### src/rtl/uart_rf_pkg.sv
package uart_rf_pkg;

  typedef enum logic [3:0] {
    SEL_NONE, SEL_DATA, SEL_FLAG, SEL_ILPR, SEL_IBRD, SEL_FBRD, SEL_LCR,
    SEL_CR, SEL_IFLS, SEL_IMSC, SEL_RIS, SEL_MIS, SEL_ICR, SEL_DMA, SEL_ID
  } sel_e;

  localparam int BIT_TX = 5;
  localparam int BIT_RX = 4;

  function automatic logic [7:0] id_byte(input logic [2:0] k);
    case (k)
      3'd0: id_byte = 8'h11;
      3'd1: id_byte = 8'h10;
      3'd2: id_byte = 8'h14;
      3'd3: id_byte = 8'h00;
      3'd4: id_byte = 8'h0D;
      3'd5: id_byte = 8'hF0;
      3'd6: id_byte = 8'h05;
      default: id_byte = 8'hB1;
    endcase
  endfunction

endpackage

### src/rtl/uart_rf_decode.sv
module uart_rf_decode import uart_rf_pkg::*; #(
  parameter int ADDR_W = 12
) (
  input  logic [ADDR_W-1:0] addr,
  output sel_e              sel,
  output logic [2:0]        id_k
);
  localparam int WIDX_W = ADDR_W - 2;

  logic [WIDX_W-1:0] widx;
  assign widx = addr[ADDR_W-1:2];
  assign id_k = addr[4:2];

  always_comb begin
    sel = SEL_NONE;
    if (addr[1:0] != 2'b00) begin
      sel = SEL_NONE;
    end else if (&addr[ADDR_W-1:5]) begin
      sel = SEL_ID;
    end else begin
      case (widx)
        WIDX_W'(0):  sel = SEL_DATA;
        WIDX_W'(6):  sel = SEL_FLAG;
        WIDX_W'(8):  sel = SEL_ILPR;
        WIDX_W'(9):  sel = SEL_IBRD;
        WIDX_W'(10): sel = SEL_FBRD;
        WIDX_W'(11): sel = SEL_LCR;
        WIDX_W'(12): sel = SEL_CR;
        WIDX_W'(13): sel = SEL_IFLS;
        WIDX_W'(14): sel = SEL_IMSC;
        WIDX_W'(15): sel = SEL_RIS;
        WIDX_W'(16): sel = SEL_MIS;
        WIDX_W'(17): sel = SEL_ICR;
        WIDX_W'(18): sel = SEL_DMA;
        default:     sel = SEL_NONE;
      endcase
    end
  end
endmodule

### src/rtl/uart_rf_irq.sv
module uart_rf_irq import uart_rf_pkg::*; #(
  parameter int IRQ_W  = 11,
  parameter int CNT_W  = 5,
  parameter int TRIG_W = 7
) (
  input  logic              clk,
  input  logic              rst_n,
  input  logic              tx_set,
  input  logic              clr_we,
  input  logic              mask_we,
  input  logic [IRQ_W-1:0]  wval,
  input  logic [CNT_W-1:0]  rx_count,
  input  logic [TRIG_W-1:0] trig,
  output logic [IRQ_W-1:0]  ris,
  output logic [IRQ_W-1:0]  imsc,
  output logic [IRQ_W-1:0]  mis,
  output logic              irq
);
  logic [IRQ_W-1:0] ris_q, ris_d, imsc_q, imsc_d;
  logic [CNT_W-1:0] cnt_prev_q;
  logic             above, was_above;

  assign above     = TRIG_W'(rx_count)   >= trig;
  assign was_above = TRIG_W'(cnt_prev_q) >= trig;

  always_comb begin
    ris_d  = ris_q & ~(clr_we ? wval : '0);
    imsc_d = mask_we ? wval : imsc_q;
    if (tx_set) ris_d[BIT_TX] = 1'b1;
    ris_d[BIT_RX] = (above & ~was_above) | (ris_d[BIT_RX] & above);
  end

  always_ff @(posedge clk or negedge rst_n) begin
    if (!rst_n) begin
      ris_q      <= '0;
      imsc_q     <= '0;
      cnt_prev_q <= '0;
    end else begin
      ris_q      <= ris_d;
      imsc_q     <= imsc_d;
      cnt_prev_q <= rx_count;
    end
  end

  assign ris  = ris_q;
  assign imsc = imsc_q;
  assign mis  = ris_q & imsc_q;
  assign irq  = |mis;
endmodule

### src/rtl/uart_regfront.sv
module uart_regfront import uart_rf_pkg::*; #(
  parameter int ADDR_W = 12,
  parameter int DATA_W = 32,
  parameter int RXD_W  = 12,
  parameter int CNT_W  = 5,
  parameter int IRQ_W  = 11
) (
  input  logic              clk,
  input  logic              rst_n,
  input  logic              bus_sel,
  input  logic              bus_wr,
  input  logic [ADDR_W-1:0] bus_addr,
  input  logic [DATA_W-1:0] bus_wdata,
  output logic [DATA_W-1:0] bus_rdata,
  input  logic [RXD_W-1:0]  rxq_data,
  input  logic [CNT_W-1:0]  rxq_count,
  input  logic              rxq_empty,
  input  logic              rxq_full,
  output logic              rxq_pop,
  output logic              tx_valid,
  output logic [7:0]        tx_data,
  output logic              irq,
  output logic              bus_err
);
  localparam int TRIG_W = CNT_W + 2;

  sel_e       sel;
  logic [2:0] id_k;
  logic       acc_wr, acc_rd;

  uart_rf_decode #(.ADDR_W(ADDR_W)) u_dec (.addr(bus_addr), .sel(sel), .id_k(id_k));

  assign acc_wr = bus_sel & bus_wr;
  assign acc_rd = bus_sel & ~bus_wr;

  logic [7:0]  ilpr_q, ilpr_d, lcr_q, lcr_d;
  logic [15:0] ibrd_q, ibrd_d, cr_q, cr_d;
  logic [5:0]  fbrd_q, fbrd_d, ifls_q, ifls_d;
  logic [TRIG_W-1:0] trig_q, trig_d;
  logic        trig_en;

  always_comb begin
    ilpr_d = ilpr_q; ibrd_d = ibrd_q; fbrd_d = fbrd_q;
    lcr_d  = lcr_q;  cr_d   = cr_q;   ifls_d = ifls_q;
    if (acc_wr) begin
      case (sel)
        SEL_ILPR: ilpr_d = bus_wdata[7:0];
        SEL_IBRD: ibrd_d = bus_wdata[15:0];
        SEL_FBRD: fbrd_d = bus_wdata[5:0];
        SEL_LCR:  lcr_d  = bus_wdata[7:0];
        SEL_CR:   cr_d   = bus_wdata[15:0];
        SEL_IFLS: ifls_d = bus_wdata[5:0];
        default: ;
      endcase
    end
  end

  assign trig_en = acc_wr & ((sel == SEL_LCR) | (sel == SEL_IFLS));

  always_comb begin
    if (!lcr_d[4] || ifls_d[5:3] == 3'd0) trig_d = TRIG_W'(1);
    else                                   trig_d = TRIG_W'({ifls_d[5:3], 2'b00});
  end

  always_ff @(posedge clk or negedge rst_n) begin
    if (!rst_n) begin
      ilpr_q <= '0; ibrd_q <= '0; fbrd_q <= '0;
      lcr_q  <= '0; cr_q   <= '0; ifls_q <= '0;
      trig_q <= TRIG_W'(1);
    end else begin
      ilpr_q <= ilpr_d; ibrd_q <= ibrd_d; fbrd_q <= fbrd_d;
      lcr_q  <= lcr_d;  cr_q   <= cr_d;   ifls_q <= ifls_d;
      if (trig_en) trig_q <= trig_d;
    end
  end

  logic [IRQ_W-1:0] ris, imsc, mis;
  logic             tx_set;

  assign tx_set = acc_wr & (sel == SEL_DATA);

  uart_rf_irq #(.IRQ_W(IRQ_W), .CNT_W(CNT_W), .TRIG_W(TRIG_W)) u_irq (
    .clk(clk), .rst_n(rst_n), .tx_set(tx_set),
    .clr_we(acc_wr & (sel == SEL_ICR)), .mask_we(acc_wr & (sel == SEL_IMSC)),
    .wval(bus_wdata[IRQ_W-1:0]), .rx_count(rxq_count), .trig(trig_q),
    .ris(ris), .imsc(imsc), .mis(mis), .irq(irq)
  );

  assign rxq_pop = acc_rd & (sel == SEL_DATA) & ~rxq_empty;

  logic [7:0]        flags;
  logic [DATA_W-1:0] rd_mux, rdata_q;

  assign flags = {1'b1, rxq_full, 1'b0, rxq_empty, 4'b0000};

  always_comb begin
    case (sel)
      SEL_DATA: rd_mux = DATA_W'(rxq_data);
      SEL_FLAG: rd_mux = DATA_W'(flags);
      SEL_ILPR: rd_mux = DATA_W'(ilpr_q);
      SEL_IBRD: rd_mux = DATA_W'(ibrd_q);
      SEL_FBRD: rd_mux = DATA_W'(fbrd_q);
      SEL_LCR:  rd_mux = DATA_W'(lcr_q);
      SEL_CR:   rd_mux = DATA_W'(cr_q);
      SEL_IFLS: rd_mux = DATA_W'(ifls_q);
      SEL_IMSC: rd_mux = DATA_W'(imsc);
      SEL_RIS:  rd_mux = DATA_W'(ris);
      SEL_MIS:  rd_mux = DATA_W'(mis);
      SEL_ID:   rd_mux = DATA_W'(id_byte(id_k));
      default:  rd_mux = '0;
    endcase
  end

  logic err_q, err_set, tx_valid_q;
  logic [7:0] tx_data_q;

  assign err_set = bus_sel & ((sel == SEL_NONE) |
                              (bus_wr & (sel == SEL_ID)) |
                              (bus_wr & (sel == SEL_DMA) & (|bus_wdata)));

  always_ff @(posedge clk or negedge rst_n) begin
    if (!rst_n) begin
      rdata_q    <= '0;
      err_q      <= 1'b0;
      tx_valid_q <= 1'b0;
      tx_data_q  <= '0;
    end else begin
      if (acc_rd)  rdata_q   <= rd_mux;
      if (err_set) err_q     <= 1'b1;
      tx_valid_q <= tx_set;
      if (tx_set)  tx_data_q <= bus_wdata[7:0];
    end
  end

  assign bus_rdata = rdata_q;
  assign bus_err   = err_q;
  assign tx_valid  = tx_valid_q;
  assign tx_data   = tx_data_q;
endmodule

### config.mk
export PLATFORM = sky130hd
export DESIGN_NAME = uart_regfront
export DESIGN_NICKNAME = d
export VERILOG_FILES = /design/src/rtl/uart_rf_pkg.sv /design/src/rtl/uart_rf_decode.sv /design/src/rtl/uart_rf_irq.sv /design/src/rtl/uart_regfront.sv
export SDC_FILE = /design/constraint.sdc
export NUM_CORES = 1
export LEC_CHECK = 0
export ABC_AREA = 0
export BUFFER_PORTS_ARGS = -buffer_cell sky130_fd_sc_hd__buf_2
export CAP_MARGIN = 20
export CORE_MARGIN = 10
export CORE_UTILIZATION = 57
export CTS_CLUSTER_SIZE = 16
export DETAILED_ROUTE_END_ITERATION = 7
export PLACE_DENSITY = 0.81
export SYNTH_ARGS = -nofsm -noshare
export SYNTH_HDL_FRONTEND = slang
export SYNTH_SLANG_ARGS = --single-unit
### constraint.sdc
create_clock -name clk -period 2.9 [get_ports clk]
set_clock_uncertainty 0.05 [all_clocks]
set_input_delay 0.435 -clock clk [delete_from_list [all_inputs] [get_ports clk]]
set_output_delay 0.435 -clock clk [all_outputs]
set_load 0.01 [all_outputs]
==> results <==
- The die outline height is 126 um.
- The power density over the cells is 500 nW/um2.
- Data on the critical path is required at its endpoint by 2.41 ns.
- The number of enable-type register cells in the synthesized netlist is 0.
- The commonest cells after synthesis are dfrtp_1, mux2_2, nand2_1.
- The first global-routing pass estimated 34100 um of wire.
- The final critical path time including I/O delays and setup is 2.81 ns.
- Of the post-synthesis cell area, the dominant cell type holds 0.455.
- Of the synthesized area, sequential elements account for 0.459.
- The worst hold path endpoint is bus_err.
- The post-placement cell count is 839.
- The share of flip-flops with an asynchronous set or reset is 1.00.
- The via-per-instance ratio is 6.51.
- Synthesis inferred 117 register bits.
- Wires add up to 21500 um.
- The count of endpoints failing hold in the final timing report is 0.
- Static timing analysis puts the maximum clock frequency at 356 MHz.
- The highest fanout seen on the critical path is 8.
- In this design, the critical path's most frequently occurring cell is buf_2.
- The count of final setup violators is 0.
- The worst setup path is launched from an input pin.
- In the final layout, the share of cells above drive strength 1 is 0.417.
- The die width is 126 um.
- The family with the most delay on the worst path is simple AND/OR/NAND/NOR gates.
- The placer's final routability congestion estimate is 0.933.
- The net count reported at finish is 804.
- The signal on the critical path passes through buf_2 -> inv_1 -> ha_1 -> nor4bb_1 -> or3_1 -> a21o_4 -> nand2_4 -> nand2_1 -> nor3_2 -> buf_2.
- The CTS sink count is 117.
- The headroom to the max-slew limit is 0.581.
- Together, buffers and inverters on the worst path number 3.
- The internal reg-to-reg setup slack is 1.22 ns.
- The pre-CTS setup slack is -0.0950 ns.
- The max capacitance violation total is 0.
- Global routing finished with a remaining overflow of 0.
- The via count of the first global-routing pass is 5921.
- In this run the core area contains 38 standard-cell rows.
- The detail route stage leaves a number of antenna-violating nets equal to 0.
- The number of cells on the worst reg-to-reg path is 7.
- The startpoint identified for the worst register-to-register timing path is trig_q[0].
- After synthesis, the netlist uses 74 different library cells.
- Setup slack closes at 0.0909 ns.
- The number of post-CTS setup repair buffers is 0.
- The endpoint of the lowest-slack register-to-register path is u_irq.ris[4].
- A synthesized cell averages 11.3 um2.
- In this run the count of I/O pins placed on the die edge is 111.
- The tightest min-delay check is of the input pin to flop type.
- Ranked by total cell area, the synthesized netlist is headed by dfrtp_1, mux2_2, ha_1.
- VDD sags by at most 672 uV.
- The count of H-tree levels built during CTS is 4.
- After clock tree synthesis, the clock-pin slew on the worst setup and hold paths is 0.06 ns.
- Of the available clock period, the critical path in the final layout requires 0.969.
- The slowest cell on the critical path is or3_1.
- The total of buffers placed on input and output ports is 94.
- From synthesis to final layout, the design area changed by 26.1%.
- The number of non-filler instances in the completed layout is 877.
- The CTS buffer count is 17.
- The origin of the worst min-delay path is bus_sel.
- Setup repair after global routing left no endpoint under its margin.
- The worst hold path was traced through 2 stages.
- The starting density of the core is 0.587.
- By startpoint and endpoint, the worst setup path is classified as input pin to output port.
- The layout filler cell count is 743.
- 0 antenna diodes ended up in the layout.
- The arrival time at the worst endpoint is 2.32 ns.
- The run finished with clean final reports.
- By instance count, the leading cell after synthesis is dfrtp_1.
- The Yosys step of the flow raised 0 warnings.
- The initial antenna violation count is 0.
- The final-layout worst hold slack is 0.0950 ns.
- Among all flip-flop cells after synthesis, the most frequent one is dfrtp_1.
- The tree is rooted in a clkbuf_8.
- The clock passes through at most 2 buffers.
- The analysis attributes to cell leakage a power of 3.95 nW.
- The count of pins over their slew limit is 0.
- The overall global routing resource usage is 0.271.
- In the final routed layout, each cell accounts on average for 24.5 um.
- TritonCTS built the clock tree.
- Detailed routing inserted a total of 5709 vias.
- STA classifies the critical path endpoint as an output port.
- The total iterations of the first detailed-routing run is 5.
- The maximum number of pins on one net before global-route repair is 104.
- The cell count after synthesis came out at 564.
- The synthesized design spends more area on one cell type than any other, namely dfrtp_1.
- The number of remaining DRC errors is 0.
- In this run the standard cell core region covers 10900 um2.
- The critical path's largest stage delay is 0.44 ns.
- The total standard cell area after synthesis is 6390 um2.
- For this run, the share of the core covered by cells in the final layout is 0.739.
- The number of design-rule violations left by the first detailed-router iteration is 808.
- The clock latency reported for the late side of the worst-skew pair is 0.53 ns.
- At the pin with the least slew margin, the transition time is 0.622 ns.
- The detailed-placement wirelength estimate is 15700 um.
- The die area is 15800 um2.
[kinds of logic after synthesis]
kind of cell               count (synthesis)  share of synthesized area
muxes                                     88                      0.156
and+or+nand+nor                          158                      0.146
other                                      1                   0.000587
DFF                                      117                      0.459
AOI/OAI and AO/OA                        133                      0.163
adders and majority gates                 13                     0.0255
buffers and inverters                     54                     0.0513
[power by group]
group / internal [W] / switching (W)
registers: 0.00164 / 0.00000676
logic: 0.000114 / 0.000201
clock network: 0.00129 / 0.000769
[placed cells by master (no fill, tap or decap), types with 7 or more instances in the layout]
cell         n
nor3_1      17
a21oi_1     10
o21ai_0     12
nor4_1       9
ha_1        13
nand3_1     12
nor2_1      16
a22oi_1     13
a221oi_1     7
a21boi_0    13
conb_1      16
buf_4       67
buf_2       93
a32oi_1      7
dfrtp_1    116
nand2_1     39
clkbuf_16   16
a21o_1      10
nand2b_1     7
mux2_2      81
o2bb2ai_1    7
inv_1        9
[cell type report]
| cell class | count | area (um2) | area share |
|---|---|---|---|
| multi-input cells | 408 | 3200 | 0.398 |
| flip-flops and latches | 117 | 2930 | 0.364 |
| repair buffers | 171 | 1130 | 0.140 |
| clock buffers | 21 | 459 | 0.0570 |
| well taps | 140 | 175 | 0.0218 |
| clock inverters | 11 | 123 | 0.0152 |
| inverters | 9 | 33.8 | 0.00420 |
[what timing repair did]
action                                  CTS  global route
hold endpoints to repair                 19             0
hold buffers                              6             0
resized for setup                         0             2
endpoints found under the setup margin    0             1
[worst max path at each step]
stage / slack [ns] / depth (start not counted) / start / end
2_1_floorplan: 0.06 / 10 / bus_addr[2] / rxq_pop
5_1_grt: 0.02 / 10 / bus_addr[3] / rxq_pop
4_1_cts: 0.04 / 10 / bus_addr[3] / rxq_pop
3_5_place_dp: -0.1 / 13 / bus_addr[3] / bus_rdata[5]
6_report: 0.09 / 10 / bus_addr[3] / rxq_pop
3_3_place_gp: -0.04 / 10 / bus_addr[11] / bus_rdata[2]
[layer usage]
metal / part of all wire / global-route usage / vias to the layer above
met5: 0 / 0 / -
met4: 0.032 / 0.111 / 0
met2: 0.48 / 0.439 / 352
met1: 0.39 / 0.336 / 2856
li1: - / - / 2447
met3: 0.097 / 0.0738 / 54
[flip-flops by register name, summed over array words and instances (netlist names), 5 cells and up]
signal,count
u_irq.imsc,11
ifls_q,6
lcr_q,8
bus_rdata,16
cr_q,16
tx_data,8
fbrd_q,6
ilpr_q,8
u_irq.ris,11
ibrd_q,16
u_irq.cnt_prev_q,5
[worst reg2reg max path: cells and delay by family (launching register included)]
kind | cells | cell delay, ns
compound gates | 3 | 0.49
fa+ha+maj | 1 | 0.23
flops | 1 | 0.55
simple gates | 3 | 0.23
[metrics by stage]
| step | setup TNS, ns | cell area, um2 | total power (W) |
|---|---|---|---|
| after global routing | 0 | 8050 | 0.00414 |
| after global placement | -0.0585 | 7400 | 0.00197 |
| after floorplan | 0 | 6440 | 0.00182 |
| after CTS | 0 | 8040 | 0.00404 |
| final | 0 | 8050 | 0.00403 |
| after detailed placement | -1.02 | 7400 | 0.00198 |
No activity file was read; power rests on OpenSTA's default activity.
